## src/rtl/gpio_port_pkg.sv

```systemverilog
package gpio_port_pkg;

    localparam int SEL_W = 3;

    typedef enum logic [SEL_W-1:0] {
        SEL_DIR  = 3'd0,
        SEL_OUT  = 3'd1,
        SEL_PULL = 3'd2,
        SEL_DRV  = 3'd3,
        SEL_PIN  = 3'd4
    } reg_sel_e;

endpackage

```

## src/rtl/gpio_regfile.sv

```systemverilog
module gpio_regfile
    import gpio_port_pkg::*;
#(
    parameter int W  = 8,
    parameter int IW = $clog2(W)
) (
    input  logic             clk,
    input  logic             rst_n,
    input  logic             wr,
    input  logic             bit_mode,
    input  logic [SEL_W-1:0] sel,
    input  logic [IW-1:0]    idx,
    input  logic [W-1:0]     wdata,
    output logic [W-1:0]     dir,
    output logic [W-1:0]     outd,
    output logic [W-1:0]     pull,
    output logic [W-1:0]     drv
);

    typedef struct packed {
        logic [W-1:0] dir;
        logic [W-1:0] outd;
        logic [W-1:0] pull;
        logic [W-1:0] drv;
    } regs_t;

    localparam regs_t RST_VAL = '{dir: '0, outd: '0, pull: '1, drv: '0};

    regs_t regs_d, regs_q;

    // Byte mode takes all of wdata; bit mode replaces one position only.
    function automatic logic [W-1:0] merge(input logic [W-1:0] old,
                                           input logic         bm,
                                           input logic [IW-1:0] i,
                                           input logic [W-1:0] d);
        logic [W-1:0] r;
        if (bm) begin
            r    = old;
            r[i] = d[0];
        end else begin
            r = d;
        end
        return r;
    endfunction

    always_comb begin
        regs_d = regs_q;
        if (wr) begin
            case (sel)
                SEL_DIR:  regs_d.dir  = merge(regs_q.dir,  bit_mode, idx, wdata);
                SEL_OUT:  regs_d.outd = merge(regs_q.outd, bit_mode, idx, wdata);
                SEL_PULL: regs_d.pull = merge(regs_q.pull, bit_mode, idx, wdata);
                SEL_DRV:  regs_d.drv  = merge(regs_q.drv,  bit_mode, idx, wdata);
                default:  regs_d = regs_q;
            endcase
        end
    end

    always_ff @(posedge clk or negedge rst_n) begin
        if (!rst_n) regs_q <= RST_VAL;
        else        regs_q <= regs_d;
    end

    assign dir  = regs_q.dir;
    assign outd = regs_q.outd;
    assign pull = regs_q.pull;
    assign drv  = regs_q.drv;

endmodule

```

## src/rtl/gpio_sync.sv

```systemverilog
module gpio_sync #(
    parameter int W = 8
) (
    input  logic         clk,
    input  logic         rst_n,
    input  logic [W-1:0] async_in,
    output logic [W-1:0] sync_out
);

    typedef struct packed {
        logic [W-1:0] meta;
        logic [W-1:0] stable;
    } sync_t;

    sync_t sync_d, sync_q;

    always_comb begin
        sync_d.meta   = async_in;
        sync_d.stable = sync_q.meta;
    end

    always_ff @(posedge clk or negedge rst_n) begin
        if (!rst_n) sync_q <= '0;
        else        sync_q <= sync_d;
    end

    assign sync_out = sync_q.stable;

endmodule

```

## src/rtl/gpio_pin_decode.sv

```systemverilog
module gpio_pin_decode #(
    parameter int W = 8
) (
    input  logic [W-1:0] dir,
    input  logic [W-1:0] outd,
    input  logic [W-1:0] pull,
    input  logic [W-1:0] drv,
    output logic [W-1:0] oe,
    output logic [W-1:0] dout,
    output logic [W-1:0] pull_en,
    output logic [W-1:0] pull_up,
    output logic [W-1:0] drive_hi
);

    for (genvar p = 0; p < W; p++) begin : g_pin
        // Output pin: drive data, no pull. Input pin: data bit gates the pull.
        always_comb begin
            if (dir[p]) begin
                oe[p]       = 1'b1;
                dout[p]     = outd[p];
                pull_en[p]  = 1'b0;
                pull_up[p]  = 1'b0;
                drive_hi[p] = drv[p];
            end else begin
                oe[p]       = 1'b0;
                dout[p]     = 1'b0;
                pull_en[p]  = outd[p];
                pull_up[p]  = outd[p] & pull[p];
                drive_hi[p] = 1'b0;
            end
        end
    end

endmodule

```

## src/rtl/gpio_port_ctl.sv

```systemverilog
module gpio_port_ctl
    import gpio_port_pkg::*;
#(
    parameter int W  = 8,
    parameter int IW = $clog2(W)
) (
    input  logic             clk,
    input  logic             rst_n,
    input  logic             bus_wr,
    input  logic             bus_bit,
    input  logic [SEL_W-1:0] bus_sel,
    input  logic [IW-1:0]    bus_idx,
    input  logic [W-1:0]     bus_wdata,
    output logic [W-1:0]     rd_data,
    output logic             rd_bit,
    input  logic [W-1:0]     pad_in,
    output logic [W-1:0]     pad_oe,
    output logic [W-1:0]     pad_out,
    output logic [W-1:0]     pad_pull_en,
    output logic [W-1:0]     pad_pull_up,
    output logic [W-1:0]     pad_drive_hi
);

    logic [W-1:0] dir_w, outd_w, pull_w, drv_w, pin_w;

    gpio_regfile #(.W(W), .IW(IW)) u_regs (
        .clk      (clk),
        .rst_n    (rst_n),
        .wr       (bus_wr),
        .bit_mode (bus_bit),
        .sel      (bus_sel),
        .idx      (bus_idx),
        .wdata    (bus_wdata),
        .dir      (dir_w),
        .outd     (outd_w),
        .pull     (pull_w),
        .drv      (drv_w)
    );

    gpio_sync #(.W(W)) u_sync (
        .clk      (clk),
        .rst_n    (rst_n),
        .async_in (pad_in),
        .sync_out (pin_w)
    );

    gpio_pin_decode #(.W(W)) u_dec (
        .dir      (dir_w),
        .outd     (outd_w),
        .pull     (pull_w),
        .drv      (drv_w),
        .oe       (pad_oe),
        .dout     (pad_out),
        .pull_en  (pad_pull_en),
        .pull_up  (pad_pull_up),
        .drive_hi (pad_drive_hi)
    );

    always_comb begin
        case (bus_sel)
            SEL_DIR:  rd_data = dir_w;
            SEL_OUT:  rd_data = outd_w;
            SEL_PULL: rd_data = pull_w;
            SEL_DRV:  rd_data = drv_w;
            SEL_PIN:  rd_data = pin_w;
            default:  rd_data = '0;
        endcase
        rd_bit = rd_data[bus_idx];
    end

endmodule

```

## config.mk

```make
export PLATFORM = sky130hd
export DESIGN_NAME = gpio_port_ctl
export DESIGN_NICKNAME = d
export VERILOG_FILES = /design/src/rtl/gpio_port_pkg.sv /design/src/rtl/gpio_regfile.sv /design/src/rtl/gpio_sync.sv /design/src/rtl/gpio_pin_decode.sv /design/src/rtl/gpio_port_ctl.sv
export SDC_FILE = /design/constraint.sdc
export NUM_CORES = 1
export LEC_CHECK = 0
export ABC_AREA = 1
export BUFFER_PORTS_ARGS = -buffer_cell sky130_fd_sc_hd__buf_2
export CAP_MARGIN = 20
export CORE_ASPECT_RATIO = 2
export CORE_MARGIN = 2
export CORE_UTILIZATION = 30
export DETAILED_ROUTE_END_ITERATION = 7
export SYNTH_ARGS = -nofsm -noshare
export SYNTH_HDL_FRONTEND = slang
export SYNTH_SLANG_ARGS = --single-unit
```

## constraint.sdc

```tcl
create_clock -name clk -period 2.3 [get_ports clk]
set_input_delay 0.345 -clock clk [delete_from_list [all_inputs] [get_ports clk]]
set_output_delay 0.345 -clock clk [all_outputs]
set_load 0.02 [all_outputs]
```

# --- Word-level counts from Yosys, hierarchy flattened ---
# Index checks and enable logic that the tools add are counted.
classes:
  magnitude_cmp: 2
  n_eq_ne: 4
  n_mux: 53
  n_bitwise: 8
  reduce_logical: 6
ops:
  columns: ["op", "n"]
  rows:
  - ["1-bit 2-to-1 mux", 42]
  - ["8-bit case mux with 5 select lines", 1]
  - ["8-bit bitwise mux", 4]
  - ["8-bit 2-to-1 mux", 4]
  - ["1-bit bitwise AND", 8]
  - ["2-bit AND reduction", 4]
  - ["3-bit by 2-bit equality test with 1-bit output (second input constant)", 2]
  - ["3-bit by 4-bit less-than comparator with 1-bit output (second input constant)", 1]
  - ["1-bit binary-select mux with 3-bit select", 1]
  - ["1-bit demux with 3-bit select", 1]
  - ["3-bit by 1-bit equality test with 1-bit output (second input constant)", 1]
  - ["3-bit equality test (second input constant)", 1]
  - ["3-bit by 1-bit greater-or-equal comparator with 1-bit output (second input constant)", 1]
  - ["3-bit zero test", 1]
  - ["1-bit logical AND", 1]
totals:
  reg_bits: 48
  inputBits: 26

# --- Depth between registers and ports, before layout ---
logic_depth:
  word_depth: 6
  ltp_mapped: 11
  mapped_depth_nobuf: 9

# --- Cells and area by module ---
# A second synthesis with hierarchy kept.
hier_totals:
  cells_unflattened: 446
  area_unflattened_um2: 2970.3
by_module_without_submodules:
  columns: ["mod", "instances", "cells_per_inst", "area_each_um2", "seq_area_each_um2"]
  rows:
  - ["gpio_regfile", 1, 236, 1690.4, 810.8]
  - ["gpio_port_ctl", 1, 122, 579.3, 0.0]
  - ["gpio_sync", 1, 16, 400.4, 400.4]
  - ["gpio_pin_decode", 1, 72, 300.3, 0.0]

# --- Worst setup path before layout ---
# OpenSTA, ideal clock, no wires.
synth_timing:
  path_type: "input to output"
  startpoint: "input port bus_sel[2]"
  endpoint: "output port rd_bit"
  arrival_ns: 1.440
  slack_ns: 0.515
  path_stages: 11
  path_cell_list: "buf_4 inv_2 buf_2 nand4_1 nand2_1 nor2_1 nand2_1 nand2_1 nand2_1 nor2_1 nand2_1"
synth_via:
  elab_chain_len: 4
  word_cells_on_any_way: 8
  cone_classes: "eq/ne (4); mux (3); reduce/logical (1)"
synth_rtl:
  columns: ["element", "line", "text"]
  rows:
  - ["start: declaration", "gpio_port_ctl.sv:11", "input logic [SEL_W-1:0] bus_sel,"]
  - ["3-bit equality test, or another cell as far along", "gpio_port_ctl.sv:60", "case (bus_sel)"]
  - ["8-bit case mux with 5 select lines (*)", "gpio_port_ctl.sv:60", null]
  - ["net rd_data[6]", "gpio_port_ctl.sv:14", "output logic [W-1:0] rd_data,"]
  - ["1-bit binary-select mux with 3-bit select (*)", "gpio_port_ctl.sv:68", "rd_bit = rd_data[bus_idx];"]
  - ["1-bit 2-to-1 mux (not written as such) (*)", "gpio_port_ctl.sv:68", null]
  - ["end: declaration", "gpio_port_ctl.sv:15", "output logic rd_bit,"]
# Mark *: on every way through the listed nets, which the timed path passes. The rest lies on a longest branch. The select of a mux whose other input is x is not followed.

# --- Final worst setup path ---
layout_timing:
  startpoint: "input port bus_sel[2]"
  endpoint: "output port rd_bit"
layout_via:
  elab_chain_len: 4
  word_cells_on_any_way: 8
  cone_classes: "eq/ne (4); mux (3); reduce/logical (1)"
layout_rtl:
  columns: ["element", "line"]
  rows:
  - ["3-bit equality test, or another cell as far along", "gpio_port_ctl.sv:60"]
  - ["8-bit case mux with 5 select lines (*)", "gpio_port_ctl.sv:60"]
  - ["1-bit binary-select mux with 3-bit select (*)", "gpio_port_ctl.sv:68"]
  - ["1-bit 2-to-1 mux (not written as such) (*)", "gpio_port_ctl.sv:68"]
# Every way passes the cells marked *; elsewhere a longest branch is shown, timed or not. The select of a mux whose other input is x is not followed.

==> impl_metrics.py <==
metrics = {
    "status": {
        "status": "complete, but fails checks",
        "violations": "hold timing",
    },
    "timing": {
        "slew-limit-headroom_pct": 67.7,
        "holdWs_ns": -0.00578,
        "fin_tns_setup_ns": 0,
        "setup_viol": 0,
        "finalCriticalPeriod_ns": 2.15,
        "worst_pin_slew_ns": 0.480,
        "fmax_ghz": 0.465,
        "rsz0062_at_grt": "no",
        "skew_ns": 0.000392,
        "hold_viol": 6,
        "finalMaxSlewViolations": 0,
        "fin_crit_sh_pct": 93.5,
    },
    "worst_setup_path": {
        "critPathRequiredTime_ns": 1.96,
        "r2r_start": "u_regs.pull[3]$_DFFE_PN1P_",
        "cp-start-kind": "primary input",
        "endpoint_kind": "primary output",
        "worst-path-max-fanout": 16,
        "cp-startpoint": "bus_sel[2]",
        "crit_type": "primary input to primary output",
        "cp.arrival_ns": 1.80,
    },
    "yosys": {
        "postSynthCellCount": 350,
        "synthDistinctLibCells": 26,
        "synth_seq_cells": 48,
        "avgSynthCellArea_um2": 7.61,
        "syn_area_um2": 2660,
        "synth_top_flop_cell": "dfrtp_1",
        "yosysTopAreaCellShare_pct": 37.6,
        "synth_area_leader_cell": "dfrtp_1",
        "yosysSeqAreaShare_pct": 45.5,
        "syn-num-nets": 376,
        "synth_edf_count": 0,
        "async_flop_share_pct": 100,
        "ys_warn_count": 0,
        "synth.area.top_cells": "dfrtp_1 (38%), nand2_1 (10%), inv_1 (8.0%), dfstp_2 (7.9%), nor2_1 (5.6%)",
    },
    "run": {
        "drv_cap": 0,
    },
    "clocking": {
        "htree_levels": 2,
        "clock_latency_ns": 0.29,
        "clk_pin_slew_ns": 0.07,
        "cts_max_path_buffers": 2,
        "cts_tree": "built",
        "cts-buffers-inserted": 5,
        "cts_num_sinks": 48,
        "root_buffer": "clkbuf_16",
    },
    "floorplanning": {
        "dieHeight_um": 137,
        "fp.dieArea_um2": 9690,
        "start_util_pct": 30.8,
        "io_pins": 75,
        "core_um2": 8650,
        "fp.dieW_um": 70.6,
        "rows": 48,
    },
    "placed_design": {
        "dp.cells": 516,
        "dpl.hpwl_um": 6060,
        "dpl_cell_area_um2": 3100,
        "port_buffers": 74,
        "place_congestion": 0.891,
    },
    "power_and_ir_drop": {
        "p_total_w": 0.00281,
        "power.share.switching_pct": 38.7,
        "vdd_drop_max_mv": 0.508,
        "p_clk_share_pct": 26.2,
        "p_sw_w": 0.00109,
        "combPwrFrac_pct": 31.6,
        "p_leak_nw": 1.83,
        "sequentialPowerShare_pct": 42.1,
        "p_int_w": 0.00173,
        "p_per_area_nw_per_um2": 857,
    },
    "layout": {
        "fin_area_um2": 3280,
        "layout-drive-gt1-share_pct": 26.5,
        "instances_no_fill": 526,
        "finalNetCount": 451,
        "n_antenna_cell": 0,
        "area_delta_synth_final_pct": 23.3,
        "n_fill_cell": 943,
    },
    "global_routing": {
        "grt_antenna_before_repair": 0,
        "grt_max_degree": 30,
        "grt_overflow": 0,
        "grt_pass1_vias": 2482,
        "grt.total_usage_pct": 17.0,
        "grt_pass1_wl_um": 12500,
    },
    "detailed_routing": {
        "drtPass1Iterations": 4,
        "drt_iter0_markers": 163,
        "drt-vias-per-instance": 4.92,
        "ant_nets": 0,
        "post_drt_wl_per_cell_um": 15.0,
        "totalWireLength_um": 7870,
        "drc_errors": 0,
        "vias": 2587,
    },
    "min_path": {
        "hold_path.class": "primary input to async pin",
    },
}
==> stage by stage <==
| step | utilization (%) | setup WS, ns |
|---|---|---|
| after CTS | 37.6 | 0.138 |
| after global placement | 35.9 | 0.167 |
| after floorplan | - | 0.515 |
| after global routing | 38.0 | 0.000344 |
| final | 38.0 | 0.150 |
| after detailed placement | 35.9 | 0.139 |
==> synthesized netlist by cell type (3+ instances only) <==
cell type  instances
a21oi_1           25
a22oi_1            5
a31oi_1           19
buf_4              4
buf_6              4
dfrtp_1           40
dfstp_2            8
inv_1             57
inv_2              4
nand2_1           71
nand3_1           26
nand4_1           10
nor2_1            40
nor2_4             5
nor3_1             3
o21ai_0           15
==> power groups by stage <==
| stage | logic, W | clock network (W) | registers (W) |
|---|---|---|---|
| 2_1_floorplan | 0.000559 | 0 | 0.00119 |
| 3_3_place_gp | 0.000880 | 0 | 0.00120 |
| 3_5_place_dp | 0.000889 | 0 | 0.00120 |
| 4_1_cts | 0.000892 | 0.000752 | 0.00119 |
| 5_1_grt | 0.000998 | 0.000788 | 0.00122 |
| 6_report | 0.000891 | 0.000738 | 0.00119 |
==> logic make-up after synthesis <==
logic type      Yosys count  share of synthesized area, %
simple gates            162                          28.1
buf+inv                  72                          11.9
compound gates           68                          14.5
flops                    48                          45.5
==> layer usage <==
metal	wire length (um)	up-vias	global-route usage, %
li1	-	1289	-
met1	2870	1169	17.4
met2	4100	99	30.0
met3	412	30	3.44
met4	487	0	12.7
met5	0	-	0
==> critical path, cell delays in order <==
cell and delay, ns:
clkbuf_4 0.18, inv_2 0.09, buf_4 0.21, nand4_1 0.10, nand2_1 0.06, nor2_1 0.08, nand2_1 0.10, nand2_1 0.13
nand2_1 0.07, nor2_1 0.16, nand2_1 0.10, buf_2 0.16
==> worst paths after layout <==
path | to | slack, ns | cells past startpoint
setup / recovery | rd_bit | 0.15 | 12
hold / removal | u_sync.sync_d[6]$_DFF_PN0_ | -0.006 | 1
setup reg to reg | u_regs.pull[3]$_DFFE_PN1P_ | 1.47 | 2
hold reg to reg | u_sync.sync_out[3]$_DFF_PN0_ | 0.35 | 0
max in group asynchronous | u_regs.pull[5]$_DFFE_PN1P_ | 1.72 | 2
min in group clk | u_sync.sync_d[6]$_DFF_PN0_ | 0.15 | 1
==> flip-flops by register name, summed over array words and instances (netlist names) <==
register / flops
u_regs.dir: 8
u_regs.drv: 8
u_regs.outd: 8
u_regs.pull: 8
u_sync.sync_d: 8
u_sync.sync_out: 8
==> cell type report <==
cell class	count	area (um^2)	share of cell area (%)
flip-flops and latches	48	1210	36.9
well taps	100	125	3.81
clock inverters	3	21.3	0.648
repair buffers	78	430	13.1
clock buffers	5	125	3.81
inverters	62	236	7.20
multi-input cells	230	1130	34.6
==> placed cells by master (no fill, tap or decap) <==
| cell | count |
|---|---|
| buf_4 | 2 |
| nand3_2 | 2 |
| nor3_1 | 3 |
| inv_6 | 1 |
| dfrtp_1 | 40 |
| o21ai_0 | 15 |
| nor2_4 | 5 |
| buf_2 | 72 |
| inv_1 | 57 |
| nand2_1 | 71 |
| nand2_4 | 1 |
| nor2_2 | 2 |
| a21oi_1 | 25 |
| a22oi_1 | 5 |
| a21oi_2 | 2 |
| clkinvlp_4 | 2 |
| dfstp_2 | 8 |
| clkbuf_4 | 2 |
| nand3_1 | 26 |
| o21bai_1 | 1 |
| a31oi_1 | 19 |
| inv_2 | 4 |
| o21ai_1 | 1 |
| clkinv_2 | 1 |
| nand3_4 | 1 |
| or2_2 | 1 |
| buf_12 | 2 |
| clkbuf_16 | 5 |
| nor2_1 | 40 |
| nand4_1 | 10 |
==> what timing repair did <==
| action | CTS | global route |
|---|---|---|
| endpoints found under the hold margin | 0 | 0 |
| setup endpoints to repair | 0 | 1 |
| resized for setup | 0 | 3 |
| hold buffers | 0 | 0 |
| setup buffers | 0 | 2 |
Power figures use the tool's default switching activity.
